==> src/rtl/smtx_pkg.sv <==
package smtx_pkg;
  localparam int ADJ_NONE  = 0;
  localparam int ADJ_SHORT = 1;
  localparam int ADJ_LONG  = 2;
  localparam int BYTE_W    = 8;

  typedef enum logic [1:0] {
    ST_IDLE,
    ST_WAIT,
    ST_SEND
  } tx_state_e;

  typedef enum logic [1:0] {
    PH_SOF,
    PH_DATA,
    PH_EOF
  } tx_phase_e;
endpackage

==> src/rtl/smtx_halfbit_timer.sv <==
module smtx_halfbit_timer
  import smtx_pkg::*;
#(
  parameter int HALF_CYC  = 64,
  parameter int ADJ_MODE  = ADJ_NONE,
  parameter int ADJ_EVERY = 8
) (
  input  logic clk,
  input  logic rst,
  input  logic restart,
  input  logic run,
  output logic half_end
);
  localparam int CNT_W = $clog2(HALF_CYC + 2);
  localparam int IDX_W = $clog2(ADJ_EVERY + 1);
  localparam logic [IDX_W-1:0] LAST_IDX = IDX_W'(ADJ_EVERY - 1);

  logic [CNT_W-1:0] cnt;
  logic [CNT_W-1:0] len_plain;
  logic [CNT_W-1:0] len_adj;
  logic [CNT_W-1:0] len_first;
  logic [CNT_W-1:0] len_next;
  logic [IDX_W-1:0] idx;
  logic [IDX_W-1:0] idx_nx;

  // load values are length minus one
  assign len_plain = CNT_W'(HALF_CYC - 1);

  generate
    if (ADJ_MODE == ADJ_LONG) begin : g_long
      assign len_adj = CNT_W'(HALF_CYC);
    end else if (ADJ_MODE == ADJ_SHORT) begin : g_short
      assign len_adj = CNT_W'(HALF_CYC - 2);
    end else begin : g_plain
      assign len_adj = CNT_W'(HALF_CYC - 1);
    end
  endgenerate

  assign idx_nx    = (idx == LAST_IDX) ? '0 : idx + 1'b1;
  assign len_next  = (idx_nx == LAST_IDX) ? len_adj : len_plain;
  assign len_first = (LAST_IDX == '0) ? len_adj : len_plain;
  assign half_end  = run && (cnt == '0);

  always_ff @(posedge clk) begin
    if (rst) begin
      cnt <= '0;
      idx <= '0;
    end else if (restart) begin
      cnt <= len_first;
      idx <= '0;
    end else if (run) begin
      if (cnt == '0) begin
        cnt <= len_next;
        idx <= idx_nx;
      end else begin
        cnt <= cnt - 1'b1;
      end
    end
  end
endmodule

==> src/rtl/smtx_subcarrier.sv <==
module smtx_subcarrier #(
  parameter int SUB_HALF = 8
) (
  input  logic clk,
  input  logic rst,
  input  logic restart,
  output logic subc
);
  localparam int SC_W = $clog2(SUB_HALF + 1);
  localparam logic [SC_W-1:0] RELOAD = SC_W'(SUB_HALF - 1);

  logic [SC_W-1:0] cnt;

  always_ff @(posedge clk) begin
    if (rst) begin
      cnt  <= RELOAD;
      subc <= 1'b0;
    end else if (restart) begin
      cnt  <= RELOAD;
      subc <= 1'b1;
    end else if (cnt == '0) begin
      cnt  <= RELOAD;
      subc <= ~subc;
    end else begin
      cnt <= cnt - 1'b1;
    end
  end
endmodule

==> src/rtl/smtx_framer.sv <==
module smtx_framer
  import smtx_pkg::*;
#(
  parameter int LEN_W = 6,
  parameter int DLY_W = 16
) (
  input  logic              clk,
  input  logic              rst,
  input  logic              start,
  input  logic [LEN_W-1:0]  frame_len,
  input  logic [DLY_W-1:0]  resp_delay,
  input  logic              in_valid,
  input  logic [BYTE_W-1:0] in_data,
  output logic              in_ready,
  input  logic              half_end,
  output logic              run,
  output logic              restart,
  output logic              mod_en,
  output logic              busy,
  output logic              done
);
  tx_state_e         st;
  tx_phase_e         ph;
  logic [DLY_W-1:0]  dly;
  logic [LEN_W-1:0]  len_q;
  logic [LEN_W-1:0]  fetched;
  logic [LEN_W-1:0]  loaded;
  logic [BYTE_W-1:0] hold;
  logic              hold_full;
  logic [BYTE_W-1:0] shreg;
  logic [3:0]        bitpos;
  logic              par;
  logic              second;
  logic              cur_bit;
  logic              take;

  assign in_ready = (st != ST_IDLE) && !hold_full && (fetched != len_q);
  assign take     = in_valid && in_ready;
  assign restart  = (st == ST_WAIT) && (dly == '0);
  assign run      = (st == ST_SEND);

  always_comb begin
    case (ph)
      PH_SOF:  cur_bit = 1'b1;
      PH_DATA: cur_bit = (bitpos == 4'd8) ? ~par : shreg[0];
      default: cur_bit = 1'b0;
    endcase
  end

  always_ff @(posedge clk) begin
    if (rst) begin
      st        <= ST_IDLE;
      ph        <= PH_SOF;
      dly       <= '0;
      len_q     <= '0;
      fetched   <= '0;
      loaded    <= '0;
      hold      <= '0;
      hold_full <= 1'b0;
      shreg     <= '0;
      bitpos    <= '0;
      par       <= 1'b0;
      second    <= 1'b0;
      mod_en    <= 1'b0;
      busy      <= 1'b0;
      done      <= 1'b0;
    end else begin
      done <= 1'b0;
      case (st)
        ST_IDLE: begin
          if (start && (frame_len != '0)) begin
            st        <= ST_WAIT;
            busy      <= 1'b1;
            len_q     <= frame_len;
            dly       <= resp_delay;
            fetched   <= '0;
            loaded    <= '0;
            hold_full <= 1'b0;
          end
        end
        ST_WAIT: begin
          if (dly == '0) begin
            st     <= ST_SEND;
            ph     <= PH_SOF;
            second <= 1'b0;
            mod_en <= 1'b1;
          end else begin
            dly <= dly - 1'b1;
          end
        end
        default: begin
          if (half_end) begin
            if (!second && (ph != PH_EOF)) begin
              second <= 1'b1;
              mod_en <= ~cur_bit;
            end else begin
              case (ph)
                PH_SOF: begin
                  shreg     <= hold;
                  hold_full <= 1'b0;
                  loaded    <= loaded + 1'b1;
                  bitpos    <= '0;
                  par       <= 1'b0;
                  ph        <= PH_DATA;
                  second    <= 1'b0;
                  mod_en    <= hold[0];
                end
                PH_DATA: begin
                  second <= 1'b0;
                  if (bitpos == 4'd8) begin
                    if (loaded == len_q) begin
                      ph     <= PH_EOF;
                      mod_en <= 1'b0;
                    end else begin
                      shreg     <= hold;
                      hold_full <= 1'b0;
                      loaded    <= loaded + 1'b1;
                      bitpos    <= '0;
                      par       <= 1'b0;
                      mod_en    <= hold[0];
                    end
                  end else begin
                    par    <= par ^ shreg[0];
                    shreg  <= shreg >> 1;
                    bitpos <= bitpos + 1'b1;
                    mod_en <= (bitpos == 4'd7) ? ~(par ^ shreg[0]) : shreg[1];
                  end
                end
                default: begin
                  st     <= ST_IDLE;
                  busy   <= 1'b0;
                  done   <= 1'b1;
                  mod_en <= 1'b0;
                end
              endcase
            end
          end
        end
      endcase
      if (take) begin
        hold      <= in_data;
        hold_full <= 1'b1;
        fetched   <= fetched + 1'b1;
      end
    end
  end
endmodule

==> src/rtl/subc_manchester_tx.sv <==
module subc_manchester_tx
  import smtx_pkg::*;
#(
  parameter int HALF_CYC  = 64,
  parameter int SUB_HALF  = 8,
  parameter int ADJ_MODE  = ADJ_NONE,
  parameter int ADJ_EVERY = 8,
  parameter int LEN_W     = 6,
  parameter int DLY_W     = 16
) (
  input  logic              clk,
  input  logic              rst,
  input  logic              start,
  input  logic [LEN_W-1:0]  frame_len,
  input  logic [DLY_W-1:0]  resp_delay,
  input  logic              in_valid,
  input  logic [BYTE_W-1:0] in_data,
  output logic              in_ready,
  output logic              busy,
  output logic              done,
  output logic              mod_en,
  output logic              lm_out
);
  logic half_end;
  logic run;
  logic restart;
  logic subc;

  smtx_framer #(
    .LEN_W (LEN_W),
    .DLY_W (DLY_W)
  ) u_framer (
    .clk        (clk),
    .rst        (rst),
    .start      (start),
    .frame_len  (frame_len),
    .resp_delay (resp_delay),
    .in_valid   (in_valid),
    .in_data    (in_data),
    .in_ready   (in_ready),
    .half_end   (half_end),
    .run        (run),
    .restart    (restart),
    .mod_en     (mod_en),
    .busy       (busy),
    .done       (done)
  );

  smtx_halfbit_timer #(
    .HALF_CYC  (HALF_CYC),
    .ADJ_MODE  (ADJ_MODE),
    .ADJ_EVERY (ADJ_EVERY)
  ) u_timer (
    .clk      (clk),
    .rst      (rst),
    .restart  (restart),
    .run      (run),
    .half_end (half_end)
  );

  smtx_subcarrier #(
    .SUB_HALF (SUB_HALF)
  ) u_subc (
    .clk     (clk),
    .rst     (rst),
    .restart (restart),
    .subc    (subc)
  );

  assign lm_out = mod_en & subc;
endmodule

==> config.mk <==
export PLATFORM = sky130hd
export DESIGN_NAME = subc_manchester_tx
export DESIGN_NICKNAME = d
export VERILOG_FILES = /design/src/rtl/smtx_pkg.sv /design/src/rtl/smtx_halfbit_timer.sv /design/src/rtl/smtx_subcarrier.sv /design/src/rtl/smtx_framer.sv /design/src/rtl/subc_manchester_tx.sv
export SDC_FILE = /design/constraint.sdc
export NUM_CORES = 1
export LEC_CHECK = 0
export BUFFER_PORTS_ARGS = -buffer_cell sky130_fd_sc_hd__buf_2
export CELL_PAD_IN_SITES_DETAIL_PLACEMENT = 1
export CELL_PAD_IN_SITES_GLOBAL_PLACEMENT = 1
export CORE_UTILIZATION = 44
export CTS_BUF_LIST = sky130_fd_sc_hd__clkbuf_4 sky130_fd_sc_hd__clkbuf_8 sky130_fd_sc_hd__clkbuf_16
export CTS_CLUSTER_SIZE = 14
export DETAILED_ROUTE_END_ITERATION = 10
export PLACE_DENSITY_LB_ADDON = 0.1
export SETUP_SLACK_MARGIN = 0.2
export SLEW_MARGIN = 30
export SYNTH_ARGS = -nofsm -noshare
export SYNTH_HDL_FRONTEND = slang
export SYNTH_SLANG_ARGS = --single-unit
==> constraint.sdc <==
create_clock -name clk -period 2.9 [get_ports clk]
set_input_delay 0.29 -clock clk [delete_from_list [all_inputs] [get_ports clk]]
set_output_delay 0.29 -clock clk [all_outputs]
set_load 0.02 [all_outputs]
Word level (Yosys, flattened, before mapping)
Cells that the tools add are included.
{"block": "classes", "add_sub_neg": 6, "eq_ne": 26, "n_mux": 67, "n_bitwise": 11, "n_reduce_logical": 46}
{"operator": "$mux W6", "n": 9}
{"operator": "$mux W16", "n": 2}
{"operator": "$pmux W16 S2", "n": 1}
{"operator": "$mux W1", "n": 25}
{"operator": "$pmux W6 S2", "n": 2}
{"operator": "$reduce_and A7 Y1", "n": 3}
{"operator": "$mux W2", "n": 10}
{"operator": "$reduce_bool A2 Y1", "n": 9}
{"operator": "$logic_not A16 Y1", "n": 1}
{"operator": "$mux W8", "n": 2}
{"operator": "$pmux W1 S2", "n": 8}
{"operator": "$pmux W8 S2", "n": 1}
{"operator": "$sub A16 B1 Y16 const B", "n": 1}
{"operator": "$reduce_and A5 Y1", "n": 3}
{"operator": "$reduce_bool A3 Y1", "n": 5}
{"operator": "$add A6 B1 Y6 const B", "n": 2}
{"operator": "$ne A3 B1 Y1 const B", "n": 4}
{"operator": "$pmux W2 S2", "n": 3}
{"operator": "$ne A3 B2 Y1 const B", "n": 3}
{"operator": "$not A1 Y1", "n": 9}
{"operator": "$mux W4", "n": 2}
{"operator": "$ne A2 B1 Y1 const B", "n": 4}
{"operator": "$ne A2 B2 Y1 const B", "n": 4}
{"operator": "$pmux W4 S2", "n": 1}
{"operator": "other kinds (28)", "n": 42}
{"block": "totals", "reg_bits": 76, "in_bits": 34, "output_inout_bits": 5, "word_cells": 175}

Longest topological paths before layout
Gate-level depths: netlist of the first run.
{"block": "depth", "depth_word": 8, "ltp_mapped": 9, "ltp_nobuf": 7}

Hierarchy
From an unflattened synthesis of the first run, not the netlist that was laid out.
{"block": "hier_totals", "cells_unflattened": 500, "area_unflattened_um2": 4145.2}
{"module": "smtx_framer", "n_inst": 1, "cells_each": 428, "area_per_inst_um2": 3524.6, "seq_area_each_um2": 1281.2}
{"module": "smtx_halfbit_timer", "n_inst": 1, "cells_each": 51, "area_per_inst_um2": 416.6, "seq_area_each_um2": 140.1}
{"module": "smtx_subcarrier", "n_inst": 1, "cells_each": 20, "area_per_inst_um2": 197.7, "seq_area_each_um2": 100.1}
{"module": "subc_manchester_tx", "n_inst": 1, "cells_each": 1, "area_per_inst_um2": 6.3, "seq_area_each_um2": 0.0}

Worst setup path before layout of the first run
Ideal clock, no wire load.
{"block": "synth_path", "path_kind": "register to register", "start": "reg u_framer.dly[0]", "end": "reg u_framer.ph[0]", "setup_ps": 121, "arrival_time_ps": 2325, "required_ps": 2779, "setup_slack_ps": 454, "path_stages_with_launch": 8, "n_path_buf": 0, "cell_sequence": "dfxtp_1 -> inv_1 -> ha_1 -> or3b_2 -> nor3_1 -> a21oi_1 -> a211oi_1 -> mux2_2"}
{"block": "synth_between", "elab_chain_len": 3}
{"element": "from (decl)", "line_no": "smtx_framer.sv:24", "text": "logic [DLY_W-1:0] dly;"}
{"element": "from (signal assigned)", "line_no": "smtx_framer.sv:75", "text": "dly <= resp_delay;"}
{"element": "from (signal assigned)", "line_no": "smtx_framer.sv:88", "text": "dly <= dly - 1'b1;"}
{"element": "$logic_not A16 Y1", "line_no": "smtx_framer.sv:82", "text": "if (dly == '0) begin"}
{"element": "$ne A2 B2 Y1 (no line)"}
{"element": "$reduce_and A7 Y1 (no line)"}
{"element": "to (signal assigned)", "line_no": "smtx_framer.sv:84", "text": "ph <= PH_SOF;"}
{"element": "to (signal assigned)", "line_no": "smtx_framer.sv:104", "text": "ph <= PH_DATA;"}
{"element": "to (signal assigned)", "line_no": "smtx_framer.sv:112", "text": "ph <= PH_EOF;"}
{"element": "to (decl)", "line_no": "smtx_framer.sv:23", "text": "tx_phase_e ph;"}
Every way passes these cells.
A chain may end at the register's enable or synchronous reset.

Worst setup path in the final report of the first run
{"block": "layout_path", "start": "reg u_framer.dly[0]", "end": "reg u_framer.dly[2]"}
{"block": "layout_between", "elab_chain_len": 3, "elab_cells_between_ends": 6, "cone_classes": "add/sub (1); eq/ne (1); mux (2); reduce/logical (2)"}
{"element": "$sub A16 B1 Y16 or $logic_not A16 Y1 (tied branches)", "line_no": "smtx_framer.sv:88, smtx_framer.sv:82"}
{"element": "$mux W16 or $ne A2 B2 Y1 (tied branches)"}
{"element": "$pmux W16 S2 or $reduce_and A3 Y1 (tied branches)"}
Parallel ways exist; a longest one is shown, timed or not. The select of a mux whose other input is x is not followed.

==> impl_table.tex, run 1 <==
\begin{tabular}{lr}
\hline
Metric & Value \\
\hline
\multicolumn{2}{l}{\textbf{Run status}} \\
Run status & finished clean \\
\multicolumn{2}{l}{\textbf{Placed design}} \\
Count of input and output buffers & 38 \\
Dpl hpwl & 7580 um \\
Placer Congestion & 0.777 \\
Cell count after placement & 627 \\
\multicolumn{2}{l}{\textbf{Worst setup path}} \\
Data arrival time of the worst path & 2820 ps \\
Capturing element type of the critical path & flip-flop \\
Maximum cell stage delay along the critical path & 500 ps \\
Cells along the critical path & inv\_1, ha\_1, or3b\_2, or3\_1, o221ai\_4, buf\_4, o21ai\_0, a21oi\_1 \\
Register-to-register setup slack & 370 ps \\
CP max stage cell & or3b\_2 \\
Maximum fanout count along the critical path & 11 \\
Startpoint type of the worst setup path & flip-flop \\
Required arrival time at the worst endpoint & 3190 ps \\
Worst setup path class & reg -> reg \\
\multicolumn{2}{l}{\textbf{Synthesis}} \\
Part of the Yosys area used for sequential elements & 37.9\% \\
Post-synth EDFFs & 0 \\
Mapped Nets & 537 \\
Synth cell types & 57 \\
Cell taking the most area after synthesis & dfxtp\_1 \\
Netlist area before placement & 0.00401 mm\^{}2 \\
Total of warnings raised by yosys & 0 \\
Top cells by count, synth & dfxtp\_1 (76), nand2\_1 (57), nor2\_1 (49), a21oi\_1 (43), o21ai\_0 (28) \\
Area share of the largest cell type after synthesis & 37.9\% \\
Primary FF master, synth & dfxtp\_1 \\
Fraction of synthesis flops using an asynchronous set or reset pin & 0\% \\
Most area-consuming cells after synthesis & dfxtp\_1 (38\%), a21oi\_1 (5.4\%), nand2\_1 (5.3\%) \\
Post-synthesis register bit count & 76 \\
Leading cell type by number of instances after synthesis & dfxtp\_1 \\
Post-synthesis cell count & 495 \\
Average cell area after synthesis & 8.10 um\^{}2 \\
\multicolumn{2}{l}{\textbf{STA}} \\
Max-slew headroom at the worst pin & 39.8\% \\
Final worst-path cycle share & 87.4\% \\
Setup total negative slack & 0 ps \\
Final critical-path required period & 2530 ps \\
Max Freq & 0.395 GHz \\
RSZ-0062 raised after global routing & true \\
Slew of the pin with the lowest slew margin & 899 ps \\
Final number of setup-violating endpoints & 0 \\
Max-slew violation total from the final report & 0 \\
Final Hold Vio Count & 0 \\
Post-Route Skew & 14.0 ps \\
\multicolumn{2}{l}{\textbf{Clock tree}} \\
Maximum clock insertion buffer count & 2 \\
Clock Latency Late Sink & 360 ps \\
Clock tree from TritonCTS & yes \\
Number of buffers inserted to repair setup after CTS & 0 \\
Clock buffers created by TritonCTS & 9 \\
Library cell used as clock root buffer & clkbuf\_8 \\
Hold-fix buffers, CTS & 0 \\
Clock sinks & 76 \\
Clock-pin slew on the worst setup and hold paths & 100 ps \\
Number of H-tree levels & 3 \\
\multicolumn{2}{l}{\textbf{Routing}} \\
Aggregate routed wire length & 10400 um \\
Detailed-route vias per instance & 5.75 \\
Number of design rule violations left after detail routing & 0 \\
Router iterations before antenna repair & 4 \\
Number of vias after detailed routing & 3698 \\
ANT nets after route & 0 \\
Iteration-0 DRC Markers & 104 \\
WL/cell & 16.2 um \\
\multicolumn{2}{l}{\textbf{Pwr}} \\
Total power density per cell area & 663 mW/mm\^{}2 \\
P\_leak & 1.81 nW \\
IR drop worst, VDD & 0.000304 V \\
\multicolumn{2}{l}{\textbf{Final layout}} \\
Footprint of the flip-flops and latches & 0.00152 mm\^{}2 \\
Share of layout cells above drive strength 1 & 15.7\% \\
\# fillers & 1094 \\
Final standard cell count with taps included and fillers excluded & 643 \\
Net count reported at finish & 572 \\
ANT cells & 0 \\
Area taken by multi-input logic gates & 0.00233 mm\^{}2 \\
Area added between synthesis and finish & 13.1\% \\
\multicolumn{2}{l}{\textbf{Run}} \\
Total of max-cap violations & 0 \\
\multicolumn{2}{l}{\textbf{GRT}} \\
Maximum number of pins on one net before global-route repair & 44 \\
Global-route usage over all layers & 23.0\% \\
Number of global-route vias before repair & 3781 \\
Global-route wire length before repair & 17900 um \\
Antenna violations before repair & 0 \\
Gr ovfl total & 0 \\
\multicolumn{2}{l}{\textbf{Die}} \\
Placement Rows & 34 \\
Ports & 39 \\
Initial standard-cell utilization of the core & 45.8\% \\
Full die area & 0.00950 mm\^{}2 \\
Standard cell core area & 0.00876 mm\^{}2 \\
Die height & 97.5 um \\
Width of the die & 97.5 um \\
\multicolumn{2}{l}{\textbf{Worst hold path}} \\
Worst min-delay path class & in -> reg \\
\hline
\end{tabular}
-- layout by cell type (no fill, tap or decap), types with 3 or more instances in the layout --
cell / instances
buf_4: 13
nand2_1: 57
a21o_1: 3
mux2i_1: 16
nor2b_1: 5
or4_1: 7
nor3_1: 19
or3b_2: 3
dfxtp_1: 76
nand4_1: 3
inv_1: 14
clkbuf_8: 9
o31ai_1: 6
a21boi_0: 5
xor2_1: 13
buf_2: 38
o21a_1: 5
a311oi_1: 3
o21ai_0: 28
nand3b_1: 5
a21oi_1: 43
inv_6: 4
o211ai_1: 8
ha_1: 8
nand2b_1: 8
o221a_2: 3
or3_1: 7
nand3_1: 14
xnor2_1: 11
a211oi_1: 11
nor2_1: 49
-- layout make-up --
class	count	share of cell area, %
Multi-Input combinational cell	377	51.4
Sequential cell	76	33.6
Timing Repair Buffer	52	6.79
Tap cell	108	2.98
Clock buffer	9	2.73
Clock inverter	7	1.38
Inverter	14	1.16
-- registers in the layout, indices dropped and copies added (netlist names) --
name	count
u_framer.bitpos	4
u_framer.busy	1
u_framer.dly	16
u_framer.done	1
u_framer.fetched	6
u_framer.hold	8
u_framer.hold_full	1
u_framer.len_q	6
u_framer.loaded	6
u_framer.mod_en	1
u_framer.par	1
u_framer.ph	2
u_framer.second	1
u_framer.shreg	8
u_framer.st	2
u_subc.cnt	4
u_subc.subc	1
u_timer.cnt	7
-- path summary, 6_finish.rpt --
check                                from                             to  cells after the start
min reg2reg      u_subc.cnt[0]$_SDFF_PP1_       u_subc.cnt[0]$_SDFF_PP1_                      1
min                            in_data[3]  u_framer.hold[3]$_SDFFE_PP0P_                      3
max          u_framer.dly[0]$_SDFFE_PP0P_   u_framer.dly[2]$_SDFFE_PP0P_                      8
max reg2reg  u_framer.dly[0]$_SDFFE_PP0P_   u_framer.dly[2]$_SDFFE_PP0P_                      8
-- metrics by stage --
step	utilization [%]	worst slack (ps)	power [W]	instance area [um^2]	hold WS (ps)
detailed placement	49.5	281	0.00223	4340	418
finish	51.7	366	0.00301	4530	161
CTS	51.6	246	0.00303	4520	154
global route	51.7	180	0.00319	4530	162
floorplan	-	454	0.00195	4010	377
global placement	49.5	383	0.00220	4340	390
-- critical path: cells and delay by family (launching register included) --
kind,cells,cell delay (ps)
flip-flops,1,330
buffers and inverters,2,310
AND/OR/NAND/NOR,2,1000
AO/OA/AOI/OAI,3,600
adder cells (fa/ha/maj),1,240
-- metal layers --
| layer | wire length [um] | vias to the layer above | track usage, % |
|---|---|---|---|
| li1 | - | 1845 | - |
| met1 | 4760 | 1797 | 28.2 |
| met2 | 5350 | 43 | 41.4 |
| met3 | 204 | 13 | 3.96 |
| met4 | 127 | 0 | 5.66 |
| met5 | 0 | - | 0 |
-- kinds of logic after synthesis --
family | share of synthesized area, %
simple gates | 23.6
compound gates | 22.0
flops | 37.9
buf+inv | 4.24
xor+xnor | 5.24
mux | 4.56
fa+ha+maj | 2.50
-- repair_timing --
item                                    4_1_cts  5_1_grt
endpoints found under the setup margin        0       10
hold endpoints to repair                      0        0
gates resized for setup                       0        2
-- where the power goes --
| part | total, W | switching, W | internal, W |
|---|---|---|---|
| clock | 0.000788 | 0.000457 | 0.000331 |
| combinational | 0.000927 | 0.000555 | 0.000371 |
| sequential | 0.00129 | 0.000128 | 0.00116 |
No activity file was read; power rests on OpenSTA's default activity.
==> run 2, diff against run 1 <==
==> constraint.sdc (replaced) <==
create_clock -name clk -period 2.51 [get_ports clk]
set_input_delay 0.251 -clock clk [delete_from_list [all_inputs] [get_ports clk]]
set_output_delay 0.251 -clock clk [all_outputs]
set_load 0.02 [all_outputs]
==> impl_table.tex, run 2 (same netlist as run 1, synthesis figures left out) <==
\begin{tabular}{lr}
\hline
Metric & Value \\
\hline
\multicolumn{2}{l}{\textbf{Run status}} \\
Run status & finished clean (unchanged) \\
\multicolumn{2}{l}{\textbf{Die}} \\
Width of the die & 97.5 um (unchanged) \\
Die height & 97.5 um (unchanged) \\
Full die area & 0.00950 mm\^{}2 (unchanged) \\
Initial standard-cell utilization of the core & 45.8\% (unchanged) \\
Ports & 39 (unchanged) \\
Standard cell core area & 0.00876 mm\^{}2 (unchanged) \\
Placement Rows & 34 (unchanged) \\
\multicolumn{2}{l}{\textbf{Placed design}} \\
Dpl hpwl & 7950 um (was 7580 um) \\
Placer Congestion & 0.802 (was 0.777) \\
Cell count after placement & 640 (was 627) \\
Count of input and output buffers & 38 (unchanged) \\
\multicolumn{2}{l}{\textbf{Worst setup path}} \\
Worst setup path class & reg -> reg (unchanged) \\
Required arrival time at the worst endpoint & 2800 ps (was 3190 ps) \\
Capturing element type of the critical path & flip-flop (unchanged) \\
Data arrival time of the worst path & 2600 ps (was 2820 ps) \\
Worst reg2reg path depth & 6 (was 8) \\
Launching instance or port of the critical path & u\_timer.cnt[1]\$\_SDFFE\_PP0P\_ (was u\_framer.dly[0]\$\_SDFFE\_PP0P\_) \\
Maximum fanout count along the critical path & 8 (was 11) \\
Startpoint type of the worst setup path & flip-flop (unchanged) \\
Reg-to-Reg Start & u\_timer.cnt[1]\$\_SDFFE\_PP0P\_ (was u\_framer.dly[0]\$\_SDFFE\_PP0P\_) \\
\multicolumn{2}{l}{\textbf{Final layout}} \\
Footprint of the flip-flops and latches & 0.00153 mm\^{}2 (was 0.00152 mm\^{}2) \\
Net count reported at finish & 596 (was 572) \\
Most frequent cells in the layout & dfxtp\_1 (74), nand2\_1 (57), nor2\_1 (48), a21oi\_1 (43), buf\_2 (38) (was dfxtp\_1 (76), nand2\_1 (57), nor2\_1 (49), a21oi\_1 (43), buf\_2 (38)) \\
Area added between synthesis and finish & 21.9\% (was 13.1\%) \\
Area taken by multi-input logic gates & 0.00243 mm\^{}2 (was 0.00233 mm\^{}2) \\
Most common cell after layout, fill and taps aside & dfxtp\_1 (unchanged) \\
\# fillers & 1070 (was 1094) \\
Share of layout cells above drive strength 1 & 22.2\% (was 15.7\%) \\
ANT cells & 0 (unchanged) \\
Final standard cell count with taps included and fillers excluded & 667 (was 643) \\
Register bank with the most flops & u\_framer.dly (unchanged) \\
Max reg flops & 16 (unchanged) \\
Largest registers ranked by flip-flop count & u\_framer.dly (16), u\_framer.hold (8), u\_framer.shreg (8) (unchanged) \\
\multicolumn{2}{l}{\textbf{Routing}} \\
ANT nets after route & 0 (unchanged) \\
WL/cell & 17.1 um (was 16.2 um) \\
Number of design rule violations left after detail routing & 0 (unchanged) \\
Iteration-0 DRC Markers & 99 (was 104) \\
Router iterations before antenna repair & 4 (unchanged) \\
Detailed-route vias per instance & 5.78 (was 5.75) \\
Aggregate routed wire length & 11400 um (was 10400 um) \\
Number of vias after detailed routing & 3856 (was 3698) \\
\multicolumn{2}{l}{\textbf{Worst hold path}} \\
Min-delay src & in\_data[3] (unchanged) \\
Worst min-delay path class & in -> reg (unchanged) \\
Hold Crit Depth & 3 (unchanged) \\
\multicolumn{2}{l}{\textbf{Clock tree}} \\
Clock sinks & 76 (unchanged) \\
Maximum clock insertion buffer count & 2 (unchanged) \\
Clock buffers created by TritonCTS & 9 (unchanged) \\
Clock Latency Late Sink & 360 ps (about the same) \\
Clock tree from TritonCTS & yes (unchanged) \\
Clock-pin slew on the worst setup and hold paths & 80 ps (was 100 ps) \\
Number of H-tree levels & 3 (unchanged) \\
Library cell used as clock root buffer & clkbuf\_8 (unchanged) \\
\multicolumn{2}{l}{\textbf{Run}} \\
Total of max-cap violations & 0 (unchanged) \\
\multicolumn{2}{l}{\textbf{STA}} \\
Post-Route Skew & 9.08 ps (was 14.0 ps) \\
Max-slew violation total from the final report & 0 (unchanged) \\
Max Freq & 0.432 GHz (was 0.395 GHz) \\
Smallest hold slack & 118 ps (was 161 ps) \\
Final critical-path required period & 2310 ps (was 2530 ps) \\
Setup total negative slack & 0 ps (unchanged) \\
Max-slew headroom at the worst pin & 42.6\% (was 39.8\%) \\
Final worst-path cycle share & 92.2\% (was 87.4\%) \\
Final number of setup-violating endpoints & 0 (unchanged) \\
Slew of the pin with the lowest slew margin & 853 ps (was 899 ps) \\
RSZ-0062 raised after global routing & true (unchanged) \\
Final Hold Vio Count & 0 (unchanged) \\
\multicolumn{2}{l}{\textbf{GRT}} \\
Met3 track utilization from global routing & 4.75\% (was 3.96\%) \\
Number of global-route vias before repair & 4077 (was 3781) \\
Global-route wire length before repair & 19300 um (was 17900 um) \\
Met1 track utilization from global routing & 29.9\% (was 28.2\%) \\
Antenna violations before repair & 0 (unchanged) \\
Most Used Layer, Global Route & met2 (unchanged) \\
Maximum number of pins on one net before global-route repair & 38 (was 44) \\
Global-route usage over all layers & 25.4\% (was 23.0\%) \\
Gr ovfl total & 0 (unchanged) \\
Global routing usage on met2 & 45.7\% (was 41.4\%) \\
\multicolumn{2}{l}{\textbf{Pwr}} \\
IR drop worst, VDD & 0.000355 V (was 0.000304 V) \\
Total power density per cell area & 821 mW/mm\^{}2 (was 663 mW/mm\^{}2) \\
P\_leak & 1.98 nW (was 1.81 nW) \\
\hline
\end{tabular}
[run 2: worst paths after layout]
kind                                     endpoint  slack (ps)
setup / recovery  u_framer.loaded[5]$_SDFFE_PP0P_         200
hold / removal      u_framer.hold[3]$_SDFFE_PP0P_         120
setup reg to reg  u_framer.loaded[5]$_SDFFE_PP0P_         200
hold reg to reg          u_subc.cnt[0]$_SDFF_PP1_         410
[run 2: cell type report]
type | instances | area share (%)
repair buffers | 76 | 10.2
clock inverters | 6 | 2.28
well taps | 108 | 2.76
clock buffers | 10 | 2.69
inverters | 14 | 1.13
flip-flops and latches | 76 | 31.2
multi-input cells | 377 | 49.7
[run 2: power breakdown]
part           leakage [nW]  internal (W)  switching (W)
sequential            0.620       0.00135       0.000158
clock                 0.120      0.000673       0.000478
combinational          1.24      0.000607       0.000747
[run 2: critical path, stage by stage, from the launching register on]
cell      delay [ps]
dfxtp_2          340
inv_2             80
ha_4             130
or3b_4           410
or4_4            600
or4_1            520
a21boi_1         160
[run 2: layer usage]
metal	vias to the layer above	wire [um]
li1	1890	-
met1	1892	4990
met2	58	5880
met3	16	373
met4	0	173
met5	-	0
[run 2: timing repair]
item / 4_1_cts / 5_1_grt
gates cloned: 0 / 0
setup endpoints to repair: 23 / 29
gates resized for setup: 11 / 21
buffers inserted: 6 / 5
hold buffers: 0 / 0
pin swaps: 5 / 10
[run 2: stage by stage]
step	cell area [um^2]	worst slack (ps)	util, %	total power (W)
3_3_place_gp	4430	159	50.5	0.00260
5_1_grt	4890	142	55.8	0.00426
4_1_cts	4780	186	54.6	0.00392
6_report	4890	197	55.8	0.00401
2_1_floorplan	4020	201	-	0.00226
3_5_place_dp	4430	-7.69	50.5	0.00266
